$ cat src/rtl/cfgld_pkg.sv
package cfgld_pkg;

  typedef enum logic [1:0] {
    ST_IDLE  = 2'd0,
    ST_INIT  = 2'd1,
    ST_LOAD  = 2'd2,
    ST_CHAIN = 2'd3
  } ld_state_t;

  // Half period (in system cycles) chosen by a rate code.
  function automatic int unsigned rate_half(input logic [2:0] code,
                                            input int unsigned def_half);
    int unsigned h;
    h = def_half >> code;
    if (h == 0) h = 1;
    return h;
  endfunction

endpackage

$ cat src/rtl/cfgld_clkgen.sv
module cfgld_clkgen #(
  parameter int SLOW_HALF = 10,
  parameter int HALF_W    = 4
) (
  input  logic              clk,
  input  logic              rst,
  input  logic              run,
  input  logic              req_valid,
  input  logic [HALF_W-1:0] req_half,
  output logic              cclk_o,
  output logic              rise_o
);

  logic [HALF_W-1:0] cnt;
  logic [HALF_W-1:0] half_act;
  logic [HALF_W-1:0] half_pend;
  logic              pend;
  logic              cclk;
  logic              last;

  assign last   = (cnt == half_act - 1'b1);
  assign rise_o = run && !cclk && last;
  assign cclk_o = cclk;

  always_ff @(posedge clk) begin
    if (rst || !run) begin
      cnt       <= '0;
      cclk      <= 1'b0;
      half_act  <= HALF_W'(SLOW_HALF);
      half_pend <= '0;
      pend      <= 1'b0;
    end else begin
      if (last) begin
        cnt  <= '0;
        cclk <= ~cclk;
        // new divider only applies as a low phase begins
        if (cclk && pend) begin
          half_act <= half_pend;
          pend     <= 1'b0;
        end
      end else begin
        cnt <= cnt + 1'b1;
      end
      if (req_valid) begin
        half_pend <= req_half;
        pend      <= 1'b1;
      end
    end
  end

endmodule

$ cat src/rtl/cfgld_shifter.sv
module cfgld_shifter #(
  parameter int BYTE_W = 8,
  parameter int CNT_W  = 7
) (
  input  logic              clk,
  input  logic              rst,
  input  logic              clr,
  input  logic              bit_en,
  input  logic              din,
  output logic              byte_valid_o,
  output logic [BYTE_W-1:0] byte_o,
  output logic [CNT_W-1:0]  idx_o
);

  localparam int BITS_W = $clog2(BYTE_W);

  logic [BYTE_W-2:0] sh;
  logic [BITS_W-1:0] bitc;

  always_ff @(posedge clk) begin
    if (rst || clr) begin
      sh           <= '0;
      bitc         <= '0;
      byte_valid_o <= 1'b0;
      byte_o       <= '0;
      idx_o        <= '0;
    end else begin
      byte_valid_o <= 1'b0;
      if (byte_valid_o) idx_o <= idx_o + 1'b1;
      if (bit_en) begin
        sh   <= {sh[BYTE_W-3:0], din};
        bitc <= bitc + 1'b1;
        if (bitc == BITS_W'(BYTE_W - 1)) begin
          byte_o       <= {sh, din};
          byte_valid_o <= 1'b1;
          bitc         <= '0;
        end
      end
    end
  end

endmodule

$ cat src/rtl/cfgld_store.sv
module cfgld_store #(
  parameter int DEPTH  = 64,
  parameter int BYTE_W = 8,
  parameter int AW     = 6
) (
  input  logic              clk,
  input  logic              we,
  input  logic [AW-1:0]     waddr,
  input  logic [BYTE_W-1:0] wdata,
  input  logic [AW-1:0]     raddr,
  output logic [BYTE_W-1:0] rdata
);

  logic [BYTE_W-1:0] mem [DEPTH];

  always_ff @(posedge clk) begin
    if (we) mem[waddr] <= wdata;
    rdata <= mem[raddr];
  end

endmodule

$ cat src/rtl/cfg_serial_loader.sv
module cfg_serial_loader #(
  parameter int FRAME_BYTES = 64,
  parameter int RATE_BYTE   = 60,
  parameter int RATE_LSB    = 0,
  parameter int SLOW_HALF   = 10,
  parameter int DEF_HALF    = 6,
  parameter int INIT_CYC    = 4
) (
  input  logic                           clk,
  input  logic                           rst,
  input  logic [2:0]                     mode,
  input  logic                           start,
  input  logic                           din,
  output logic                           cfg_clk,
  output logic                           mem_rst,
  output logic                           mem_ce,
  output logic                           done,
  output logic                           dout,
  input  logic [$clog2(FRAME_BYTES)-1:0] rd_addr,
  output logic [7:0]                     rd_data
);
  import cfgld_pkg::*;

  localparam int BYTE_W = 8;
  localparam int AW     = $clog2(FRAME_BYTES);
  localparam int CNT_W  = $clog2(FRAME_BYTES + 1);
  localparam int MAXH   = (SLOW_HALF > DEF_HALF) ? SLOW_HALF : DEF_HALF;
  localparam int HALF_W = $clog2(MAXH + 1);
  localparam int INIT_W = $clog2(INIT_CYC + 1);

  ld_state_t         state;
  logic [INIT_W-1:0] init_cnt;
  logic              accept, run, rise, bit_en;
  logic              byte_valid;
  logic [BYTE_W-1:0] byte_data;
  logic [CNT_W-1:0]  byte_idx;
  logic              rate_req, last_byte;
  logic [HALF_W-1:0] rate_half_q;
  logic              unused_mode;

  assign unused_mode = mode[2];
  assign accept    = (state == ST_IDLE) && start && (mode[1:0] == 2'b00);
  assign run       = (state == ST_LOAD) || (state == ST_CHAIN);
  assign bit_en    = rise && (state == ST_LOAD);
  assign rate_req  = byte_valid && (byte_idx == CNT_W'(RATE_BYTE));
  assign last_byte = byte_valid && (byte_idx == CNT_W'(FRAME_BYTES - 1));
  assign rate_half_q = HALF_W'(rate_half(byte_data[RATE_LSB +: 3], DEF_HALF));

  cfgld_clkgen #(.SLOW_HALF(SLOW_HALF), .HALF_W(HALF_W)) u_clkgen (
    .clk(clk), .rst(rst), .run(run),
    .req_valid(rate_req), .req_half(rate_half_q),
    .cclk_o(cfg_clk), .rise_o(rise)
  );

  cfgld_shifter #(.BYTE_W(BYTE_W), .CNT_W(CNT_W)) u_shifter (
    .clk(clk), .rst(rst), .clr(accept), .bit_en(bit_en), .din(din),
    .byte_valid_o(byte_valid), .byte_o(byte_data), .idx_o(byte_idx)
  );

  cfgld_store #(.DEPTH(FRAME_BYTES), .BYTE_W(BYTE_W), .AW(AW)) u_store (
    .clk(clk), .we(byte_valid && (state == ST_LOAD)),
    .waddr(byte_idx[AW-1:0]), .wdata(byte_data),
    .raddr(rd_addr), .rdata(rd_data)
  );

  always_ff @(posedge clk) begin
    if (rst) begin
      state    <= ST_IDLE;
      init_cnt <= '0;
      mem_rst  <= 1'b0;
      mem_ce   <= 1'b0;
      done     <= 1'b0;
      dout     <= 1'b0;
    end else begin
      case (state)
        ST_IDLE: begin
          if (accept) begin
            state    <= ST_INIT;
            mem_rst  <= 1'b1;
            mem_ce   <= 1'b1;
            init_cnt <= '0;
          end
        end
        ST_INIT: begin
          if (init_cnt == INIT_W'(INIT_CYC - 1)) begin
            mem_rst <= 1'b0;
            state   <= ST_LOAD;
          end else begin
            init_cnt <= init_cnt + 1'b1;
          end
        end
        ST_LOAD: begin
          if (last_byte) begin
            done   <= 1'b1;
            mem_ce <= 1'b0;
            state  <= ST_CHAIN;
          end
        end
        ST_CHAIN: begin
          if (rise) dout <= din;
        end
        default: state <= ST_IDLE;
      endcase
    end
  end

endmodule

$ cat config.mk
export PLATFORM = sky130hd
export DESIGN_NAME = cfg_serial_loader
export DESIGN_NICKNAME = d
export VERILOG_FILES = /design/src/rtl/cfgld_pkg.sv /design/src/rtl/cfgld_clkgen.sv /design/src/rtl/cfgld_shifter.sv /design/src/rtl/cfgld_store.sv /design/src/rtl/cfg_serial_loader.sv
export SDC_FILE = /design/constraint.sdc
export NUM_CORES = 1
export LEC_CHECK = 0
export ABC_CLOCK_PERIOD_IN_PS = 3050
export BUFFER_PORTS_ARGS = -buffer_cell sky130_fd_sc_hd__buf_4
export CAP_MARGIN = 20
export CORE_MARGIN = 3
export CORE_UTILIZATION = 60
export DETAILED_ROUTE_END_ITERATION = 6
export PLACE_DENSITY = 0.74
export SKIP_LAST_GASP = 1
export SYNTH_ARGS = -nofsm -noshare
export SYNTH_HDL_FRONTEND = slang
export SYNTH_SLANG_ARGS = --single-unit
export TNS_END_PERCENT = 100
$ cat constraint.sdc
create_clock -name clk -period 3.05 [get_ports clk]
set_input_delay 0.915 -clock clk [delete_from_list [all_inputs] [get_ports clk]]
set_output_delay 0.915 -clock clk [all_outputs]
set_load 0.1 [all_outputs]
==> results of run 1 <==
==> cell usage after synthesis, types with 5 or more instances <==
cell type	number	area [um2]
o21bai_1	9	67.56
dfxtp_1	56	1121
mux4_2	128	2883
nand3b_1	5	37.54
o221ai_1	8	70.07
nor3_1	6	30.03
o22ai_1	24	150.1
clkbuf_1	39	146.4
o21ai_0	6	30.03
xor2_1	7	61.31
a22oi_1	11	82.58
and2_1	6	37.54
nand2_1	39	146.4
a22o_1	5	43.79
buf_2	13	65.06
a31oi_1	8	50.05
nand4_1	16	100.1
mux2i_1	21	210.2
a211oi_1	9	67.56
ha_1	14	175.2
nor2b_1	12	75.07
nand3_1	18	90.09
edfxtp_1	512	15370
o31ai_1	15	112.6
a21oi_1	27	135.1
nand2b_1	9	56.30
inv_1	15	56.30
buf_6	7	78.83
nor2_1	96	360.4
==> cell usage in the layout, fill, tap and decap left out, types with 7 or more instances in the layout <==
cell type / Yosys / routed
inv_1: 15 / 15
dfxtp_1: 56 / 48
buf_12: 2 / 13
clkinv_1: 0 / 8
ha_1: 14 / 14
dfxtp_2: 0 / 8
nand4_1: 16 / 16
nand2_1: 39 / 39
edfxtp_1: 512 / 512
mux4_2: 128 / 128
mux2i_1: 21 / 21
nand2b_1: 9 / 9
o22ai_1: 24 / 24
clkbuf_8: 0 / 8
a31oi_1: 8 / 8
a22oi_1: 11 / 11
clkbuf_16: 0 / 57
clkbuf_1: 39 / 11
o221ai_1: 8 / 8
buf_4: 4 / 119
nand3_1: 18 / 18
a211oi_1: 9 / 9
nor2b_1: 12 / 12
o31ai_1: 15 / 15
bufinv_16: 0 / 7
xor2_1: 7 / 7
a21oi_1: 27 / 27
o21bai_1: 9 / 9
nor2_1: 96 / 96
==> logic make-up after synthesis <==
logic type | Yosys count | share of synthesized area [%]
buf+inv | 83 | 1.916
mux | 151 | 13.95
compound gates | 137 | 4.173
flops | 568 | 73.84
simple gates | 225 | 4.806
xor+xnor | 12 | 0.5321
fa+ha+maj | 14 | 0.7841
==> routing by layer <==
| layer | global-route usage, % | vias up | part of all wire [%] |
|---|---|---|---|
| li1 | - | 5069 | - |
| met2 | 39.24 | 487 | 49 |
| met5 | 0 | - | 0 |
| met1 | 36.16 | 6037 | 40 |
| met3 | 4.912 | 84 | 8.2 |
| met4 | 6.247 | 0 | 2.3 |
==> per-stage QoR <==
stage	instance area, um2	std cells
after floorplan	22340	1190
after global placement	23660	1719
after detailed placement	23690	1721
after CTS	25560	1821
after global routing	25610	1824
final	25610	1824
==> where the power goes <==
group	total, mW	internal, mW	switching [mW]
clock	6.95	4.15	2.80
combinational	0.734	0.263	0.471
sequential	8.41	8.38	0.0283
total	16.1	12.8	3.30
==> critical path, delay by kind of cell (launching register included) <==
| family | cells | cell delay, ps |
|---|---|---|
| adder cells (fa/ha/maj) | 1 | 270 |
| buffers and inverters | 3 | 640 |
| flip-flops | 1 | 360 |
| AND/OR/NAND/NOR | 3 | 920 |
==> how the worst max path moves through the flow <==
stage | cells past startpoint | from | slack, ps | to
after floorplan | 6 | rd_addr[0] | 550 | u_store.rdata[3]$_DFF_P_
after global placement | 7 | rd_addr[0] | 190 | u_store.rdata[1]$_DFF_P_
after detailed placement | 7 | rd_addr[0] | 200 | u_store.rdata[4]$_DFF_P_
after CTS | 7 | state[0]$_SDFFE_PP0P_ | 550 | u_store.mem[21][7]$_DFFE_PP_
after global routing | 5 | state[0]$_SDFFE_PP0P_ | 380 | u_store.mem[32][4]$_DFFE_PP_
final | 7 | state[0]$_SDFFE_PP0P_ | 560 | u_store.mem[21][3]$_DFFE_PP_
==> sequential cells by signal (all words and copies together) (netlist names) <==
name,count
u_store.mem,512
u_shifter.byte_o,8
u_store.rdata,8
u_shifter.idx_o,7
u_shifter.sh,7
u_clkgen.cnt,4
u_clkgen.half_act,4
init_cnt,3
u_clkgen.half_pend,3
u_shifter.bitc,3
state,2
done,1
dout,1
mem_ce,1
mem_rst,1
u_clkgen.cclk_o,1
u_clkgen.pend,1
u_shifter.byte_valid_o,1
==> area by class of cell <==
cell class                      instances  area, um2  area share, %
Timing Repair Buffer                  134       1181          4.612
Tap cell                              468      585.6          2.286
Multi-Input combinational cell        539       5415          21.14
Sequential cell                       568      16510          64.45
Clock inverter                         26      317.8          1.241
Inverter                               15      56.30         0.2198
Clock buffer                           74       1550          6.053
==> flow_summary_export.csv, run 1 <==
group,metric,value,unit
run_status,run_status,"completed",
clocking,postCtsHoldBufs,0,
placement,dp_hpwl,30.12,mm
setup_path,rrSetupSlack,560,ps
sta,tns,0,ps
drt,viasPerCell,6.402,
grt,grt_max_degree,66,
clocking,cts_tree,"yes",
cells_and_area,fillerInstances,2271,
yosys,yosysWarningCount,0,
setup_path,cp.arrival,2790,ps
yosys,synth_flop_cell,"edfxtp_1",
sta,fin_crit,2486,ps
cells_and_area,drive_gt1_share,26.70,%
hold_path,holdPathEnd,"u_shifter.byte_o[7]$_SDFFE_PP0P_",
grt,antenna_found_initial,0,
yosys,async_flop_share,0,%
die,die_y,199.0,um
job,cap_violations,0,
setup_path,r2r_start,"state[0]$_SDFFE_PP0P_",
sta,finalSetupViolCount,0,
die,rows,70,
die,io_pins,26,
power,peakVddDrop,0.5828,mV
setup_path,start_kind,"flip-flop",
drt,wirelength,47.29,mm
sta,setup_ws,564.0,ps
sta,skew,14.97,ps
sta,worst_pin_slew,935.9,ps
setup_path,cp_max_fo,6,
clocking,clock_latency,590,ps
setup_path,max_stage_delay,370,ps
yosys,ys_ff_latch,568,
power,total_power,16.09,mW
drt,drt_iter0_drc,1169,
setup_path,worstPathRequired,3350,ps
drt,wl_per_cell,25.93,um
power,p_leak,6.950,nW
cells_and_area,utilization,69.96,%
clocking,post_cts_buffers,0,
die,die_area,39580,um2
yosys,synth_fp_nets,1217,
grt,gr-usage-all-layers,24.71,%
placement,port_buffers,24,
setup_path,cp_cell_sequence,"inv_1, ha_1, and3_1, nand3_1, buf_4, nor2_1, buf_4",
drt,ant_nets,0,
placement,globalplace.congestion,0.8797,
setup_path,path_class,"reg -> reg",
setup_path,end_kind,"flip-flop",
sta,max_freq,402.3,MHz
yosys,synth_edf_count,512,
die,core-area,36610,um2
die,die_x,199.0,um
setup_path,cp_slowest_cell,"nor2_1",
clocking,htreeDepth,2,
placement,pre_cts_slack,195.8,ps
yosys,synth.avg_cell_area,18.77,um2
sta,final_hold_viol_count,0,
clocking,root_buffer,"clkbuf_16",
sta,max_slew_margin,37.48,%
sta,hold_slack,468.1,ps
clocking,cts_resized,0,
clocking,cts_max_path_buffers,3,
hold_path,min_path_cells,2,
setup_path,reg2reg_depth,7,
grt,grt_remaining_overflow,0,
grt,grt_pass1_wl,71.94,mm
yosys,synth_cell_type_count,54,
sta,slew_viol_final,0,
clocking,cts_buffers,55,
cells_and_area,area_delta_synth_final,14.65,%
setup_path,rr_endpoint,"u_store.mem[21][3]$_DFFE_PP_",
cells_and_area,nets,1340,
clocking,clk_pin_slew,60,ps
setup_path,cpMostUsedCell,"buf_4",
drt,drcViolationCount,0,
grt,grt_pass1_vias,11660,
yosys,synthCells,1190,
die,start_util,61.02,%
power,power_density,628.2,nW/um2
cells_and_area,diodes,0,
sta,fin_crit_sh,81.51,%
clocking,clock-sinks,568,
drt,dr.pass1.iters,5,
sta,rsz0062_at_grt,"false",
drt,vias,11680,
hold_path,min_path_type,"reg -> reg",
yosys,synthesis.area,22340,um2
yosys,synth_seq_area_share,73.84,%
hold_path,hold_start,"u_shifter.sh[6]$_SDFFE_PP0P_",
No activity file was read; power rests on OpenSTA's default activity.
==> run 2: changes to the inputs <==
Settings changed: ABC_CLOCK_PERIOD_IN_PS 3050 to 2150, CORE_UTILIZATION 60 to 56, PLACE_DENSITY 0.74 to 0.73.
Clock period 3.05 ns to 2.15 ns, I/O delays scaled along.
==> run 2 against run 1 <==
- clock skew grew 4.6 ps
- die area grew 6.9%
- sequential power rose by 41%
- global-route usage decreased by 0.082 points
- routed wire length increased by 6.8%
- largest cell class unchanged
- critical path type is now in -> reg
- first-iteration DRC count down 6.7%
- via count rose by 2.9%
- clock-buffer cell count is 8 lower
- worst setup slack got worse by 450 ps
==> flow_summary_export.csv, run 2 (synthesized netlist as in run 1, its figures left out) <==
group,metric,value,unit
run_status,run_status,"completed",
placement,post_dp_cell_area,24410,um2
sta,skew,19.55,ps
sta,finalSetupViolCount,0,
cells_and_area,drive_gt1_share,30.01,%
job,cap_violations,0,
clocking,htreeDepth,2,
die,start_util,57.27,%
sta,max_slew_margin,45.66,%
placement,dp_hpwl,32.50,mm
setup_path,max_stage_delay,710,ps
setup_path,cp_max_fo,23,
sta,rsz0062_at_grt,"false",
drt,drcViolationCount,0,
die,core-area,39010,um2
hold_path,min_path_type,"in -> reg",
clocking,clock-sinks,568,
cells_and_area,stdcell_count,1951,
setup_path,cp.arrival,2560,ps
cells_and_area,layout_common_cells,"edfxtp_1 (512), buf_4 (193), mux4_2 (128)",
power,total_power,22.27,mW
drt,wirelength,50.50,mm
setup_path,cpMostUsedCell,"buf_4",
setup_path,cp_slowest_cell,"a2111oi_0",
sta,hold_slack,321.6,ps
sta,fin_crit,2032,ps
cells_and_area,largestRegisters,"u_store.mem: 512 flops, u_shifter.byte_o: 8 flops, u_store.rdata: 8 flops",
cells_and_area,diodes,0,
grt,grt_pass1_wl,76.25,mm
die,die_area,42320,um2
grt,gr-usage-all-layers,24.63,%
sta,tns,0,ps
sta,fin_crit_sh,94.50,%
sta,max_freq,492.2,MHz
drt,drt_iter0_drc,1091,
die,die_y,205.7,um
setup_path,end_kind,"flip-flop",
clocking,cts_buffers,55,
die,io_pins,26,
placement,dp.cells,1850,
sta,slew_viol_final,0,
sta,final_hold_viol_count,0,
clocking,clk_pin_slew,60,ps
cells_and_area,area_delta_synth_final,16.86,%
die,die_x,205.7,um
setup_path,start_kind,"input port",
power,power_density,853.0,nW/um2
drt,ant_nets,0,
sta,worst_pin_slew,794.5,ps
power,peakVddDrop,0.6393,mV
cells_and_area,layout.cells.most_common,"edfxtp_1",
drt,wl_per_cell,25.89,um
cells_and_area,nets,1416,
setup_path,path_class,"in -> reg",
drt,dr.pass1.iters,5,
clocking,cts_max_path_buffers,3,
placement,globalplace.congestion,0.8788,
cells_and_area,largest_reg_flops,512,
setup_path,cp_cell_sequence,"buf_4, buf_12, buf_4, mux4_2, o22ai_1, a2111oi_0, a221o_1",
clocking,root_buffer,"clkbuf_16",
power,p_leak,9.930,nW
placement,port_buffers,24,
drt,viasPerCell,6.158,
cells_and_area,fin_area,26110,um2
clocking,cts_tree,"yes",
grt,grt_max_degree,53,
cells_and_area,regMostFlops,"u_store.mem",
cells_and_area,fillerInstances,2523,
grt,grt_pass1_vias,12550,
grt,antenna_found_initial,1,
setup_path,worstPathRequired,2680,ps
grt,grt_remaining_overflow,0,
clocking,clock_latency,600,ps
die,rows,72,
drt,vias,12020,
## run 2: cell types whose count changed in the layout (fill, tap and decap cells not counted), moves of 2 or more
cell        before  now
clkinv_1         8   19
clkinvlp_4       5    3
bufinv_16        7    4
clkinv_2         4    7
clkbuf_16       57   55
buf_4          119  193
clkbuf_8         8    2
buf_12          13   16
## run 2: per-stage QoR
| step | worst slack (ps) | util, % |
|---|---|---|
| floorplan | 7.306 | - |
| global placement | -391.3 | 62.57 |
| detailed placement | -433.8 | 62.57 |
| CTS | 25.61 | 66.92 |
| global route | 26.46 | 66.92 |
| finish | 118.3 | 66.92 |
## run 2: cell type report
| class | instances | area, um2 | area share [%] |
|---|---|---|---|
| flip-flops and latches | 568 | 16510 | 63.23 |
| well taps | 518 | 648.1 | 2.483 |
| multi-input cells | 539 | 5418 | 20.75 |
| clock buffers | 66 | 1428 | 5.469 |
| clock inverters | 35 | 266.5 | 1.021 |
| repair buffers | 210 | 1783 | 6.830 |
| inverters | 15 | 56.30 | 0.2157 |
## run 2: repair_timing
action | in CTS | in global routing
hold buffers | 0 | 0
hold endpoints to repair | 0 | 0
gates resized for setup | 0 | 2
buffers inserted | 0 | 0
endpoints found under the setup margin | 0 | 2
## run 2: worst paths after layout
path / startpoint / slack [ps] / depth (start not counted) / to
min: rst / 320 / 2 / state[1]$_SDFFE_PP0P_
max reg2reg: state[0]$_SDFFE_PP0P_ / 140 / 4 / u_store.mem[7][0]$_DFFE_PP_
min reg2reg: u_shifter.sh[6]$_SDFFE_PP0P_ / 470 / 2 / u_shifter.byte_o[7]$_SDFFE_PP0P_
max: rd_addr[1] / 120 / 7 / u_store.rdata[3]$_DFF_P_
## run 2: critical path, delay by kind of cell
kind                   cells  cell delay, ps
buffers and inverters      3             570
muxes                      1             230
AOI/OAI and AO/OA          3            1100
## run 2: routing by layer
metal / up-vias / share of wire (%) / wire, um / track usage (%)
met5: - / 0.032 / 16 / 0
li1: 5214 / - / - / -
met2: 511 / 50 / 25010 / 40.69
met3: 140 / 7.5 / 3785 / 5.205
met1: 6148 / 38 / 19340 / 32.04
met4: 2 / 4.7 / 2352 / 10.62
## run 2: power by group
part	switching [mW]	internal (mW)
Sequential	0.0412	11.9
Combinational	0.736	0.471
Clock	3.94	5.18
==> run 3: changes to the inputs <==
Settings changed: CORE_UTILIZATION 56 to 57, PLACE_DENSITY 0.73 to 0.74, SYNTH_HIERARCHICAL set to 1.
==> run 3 against run 2 <==
- clock power grew 0.9%
- die area down 1.1%
- register-to-register slack got worse by 30 ps
- critical path type unchanged
- first-iteration DRC count fell by 5.5%
- worst setup slack worse by 18 ps
- clock-buffer cell count increased by 3
- largest power group unchanged
- via count fell by 2.5%
==> flow_summary_export.csv, run 3 <==
group,metric,value,unit
cells_and_area,multiInputGateArea,5598,um2
yosys,synth_most_common_cell,"edfxtp_1",
yosys,synth_edf_count,512,
cells_and_area,fin_area,26290,um2
setup_path,worstPathRequired,2620,ps
setup_path,crit_buf_inv,2,
yosys,synth_compound_area_share,2.594,%
sta,max_slew_margin,51.52,%
cells_and_area,utilization,67.72,%
yosys,synthSimpleGateAreaFrac,5.462,%
yosys,async_flop_share,0,%
yosys,yosys.area.top_type,"edfxtp_1",
die,die_area,41850,um2
sta,tns,0,ps
power,p_leak,8.898,nW
cells_and_area,fillerInstances,2459,
cells_and_area,layout.cells.most_common,"edfxtp_1",
yosys,synth_top_cells_by_count,"edfxtp_1 (512), mux4_2 (126), nor2_1 (117), dfxtp_1 (57), mux2i_1 (46)",
clocking,cts_buffers,56,
yosys,synth_top_area_share,68.41,%
run_status,run_status,"completed",
die,core-area,38830,um2
cells_and_area,largest_reg_flops,512,
cells_and_area,diodes,0,
clocking,clk_pin_slew,60,ps
sta,setup_ws,99.80,ps
grt,grt_pass1_wl,73.22,mm
drt,drcViolationCount,0,
die,die_x,204.6,um
job,cap_violations,0,
cells_and_area,regMostFlops,"u_store/mem",
setup_path,start_kind,"input port",
yosys,synth_top_family_by_area,"multiplexers",
yosys,synth_fp_nets,1209,
setup_path,cp_slowest_cell,"mux4_2",
sta,fin_crit_sh,95.36,%
yosys,synth_cell_type_count,67,
die,rows,72,
placement,port_buffers,24,
clocking,root_buffer,"clkbuf_16",
sta,final_hold_viol_count,0,
placement,pre_cts_slack,-555.5,ps
cells_and_area,nets,1410,
drt,wirelength,48.04,mm
drt,ant_nets,0,
yosys,synth_xor_area_share,0.4899,%
sta,worst_pin_slew,727.2,ps
grt,grt_max_degree,66,
die,io_pins,26,
hold_path,min_path_type,"in -> reg",
placement,post_dp_cell_area,24500,um2
yosys,synth_seq_area_share,73.49,%
yosys,yosysWarningCount,6,
cells_and_area,largestRegisters,"u_store/mem: 512 flops, u_shifter/byte_o: 8 flops, u_store/rdata: 8 flops",
placement,dp_hpwl,30.50,mm
setup_path,crit_family,"multiplexers",
sta,max_freq,487.8,MHz
cells_and_area,area_delta_synth_final,16.99,%
clocking,cts_max_path_buffers,3,
placement,globalplace.congestion,0.9081,
cells_and_area,regArea,16530,um2
drt,wl_per_cell,24.70,um
die,die_y,204.6,um
power,power_density,857.5,nW/um2
setup_path,cp_max_fo,23,
setup_path,path_class,"in -> reg",
die,start_util,57.88,%
yosys,ys_ff_latch,569,
yosys,synth.avg_cell_area,19.00,um2
grt,grt_pass1_vias,11990,
setup_path,cp.arrival,2520,ps
clocking,clock_latency,610,ps
cells_and_area,layout_common_cells,"edfxtp_1 (512), buf_4 (186), mux4_2 (126)",
grt,gr-usage-all-layers,23.68,%
sta,skew,23.62,ps
setup_path,max_stage_delay,580,ps
grt,antenna_found_initial,0,
clocking,clock-sinks,569,
power,peakVddDrop,0.6314,mV
drt,vias,11720,
drt,dr.pass1.iters,5,
yosys,synthCells,1183,
drt,viasPerCell,6.024,
yosys,synthesis.area,22470,um2
yosys,synth.area.top_cells,"edfxtp_1 (68%), mux4_2 (13%), dfxtp_1 (5.1%)",
setup_path,end_kind,"flip-flop",
sta,finalSetupViolCount,0,
drt,drt_iter0_drc,1031,
setup_path,cpMostUsedCell,"mux4_2",
sta,slew_viol_final,0,
clocking,htreeDepth,2,
yosys,synth_mux_area_share,15.39,%
yosys,synth_flop_cell,"edfxtp_1",
sta,fin_crit,2050,ps
clocking,cts_tree,"yes",
yosys,synthAdderAreaFrac,0.7238,%
grt,grt_remaining_overflow,0,
cells_and_area,drive_gt1_share,32.31,%
setup_path,cp_cell_sequence,"buf_8, buf_12, mux4_2, mux4_2, nor2_1, o32ai_1",
==> run 3: cell types whose count changed in the layout (fill, tap and decap cells not counted), sizes merged, moves of 7 or more <==
cell	previous run	this run
mux2i	21	46
mux2	2	14
a21oi	27	15
nor2	96	119
a22oi	11	3
o22ai	24	8
o31ai	15	0
nor2b	12	19
nand4	16	6
==> run 3: worst register-to-register path, stage by stage (launching register included) <==
cell	delay [ps]
edfxtp_1	370
mux4_2	470
mux2_2	280
o221a_2	300
nor3_1	250
buf_4	170
o32ai_1	80
==> run 3: what timing repair did <==
item                                    4_1_cts  5_1_grt
resized for setup                             1       11
hold buffers                                  0        0
buffers inserted                              0        2
endpoints found under the setup margin        8      280
pin swaps                                     0        3
cloned                                        0        0
==> run 3: final timing paths <==
check / startpoint / end / slack, ps / cells past startpoint
max: rd_addr[0] / u_store/rdata[6]$_DFF_P_ / 100 / 6
min: din / u_shifter/sh[0]$_SDFFE_PP0P_ / 310 / 3
max reg2reg: u_store/mem[21][6]$_DFFE_PP_ / u_store/rdata[6]$_DFF_P_ / 110 / 6
min reg2reg: u_clkgen/half_pend[2]$_SDFFE_PP0P_ / u_clkgen/half_act[2]$_SDFFE_PP0P_ / 470 / 2
==> run 3: cells by family (layout without fill, tap and decap cells) <==
kind of cell	after synthesis	count (layout)
xor+xnor	11	11
mux	186	186
buf+inv	70	314
fa+ha+maj	13	13
compound gates	79	79
simple gates	254	254
flops	569	569
other cells	1	1
==> run 3: area by class of cell <==
class,instances,share of cell area (%)
multi-input cells,544,21.29
well taps,518,2.465
clock inverters,32,0.8090
clock buffers,69,5.825
flip-flops and latches,569,62.85
inverters,9,0.1285
repair buffers,204,6.629
==> run 3: stage by stage <==
step | total power [mW] | hold WS, ps | instances
2_1_floorplan | 13.17 | 437.3 | 1183
3_3_place_gp | 13.54 | 441.3 | 1842
3_5_place_dp | 13.56 | 457.7 | 1842
4_1_cts | 22.72 | 282.2 | 1943
5_1_grt | 23.22 | 309.7 | 1945
6_report | 22.54 | 310.0 | 1945
==> run 3: power breakdown <==
group	switching (mW)	internal, mW	leakage (nW)
Combinational	0.781	0.598	2.82
Sequential	0.0437	11.9	5.21
Clock	3.95	5.26	0.865
Total	4.77	17.8	8.90
==> run 3: routing by layer <==
metal / vias up / part of all wire [%] / global-route usage (%)
met5: - / 0 / 0
met4: 0 / 3.1 / 8.331
met3: 104 / 7.5 / 4.179
met2: 439 / 50 / 38.71
met1: 6012 / 40 / 32.74
li1: 5161 / - / -
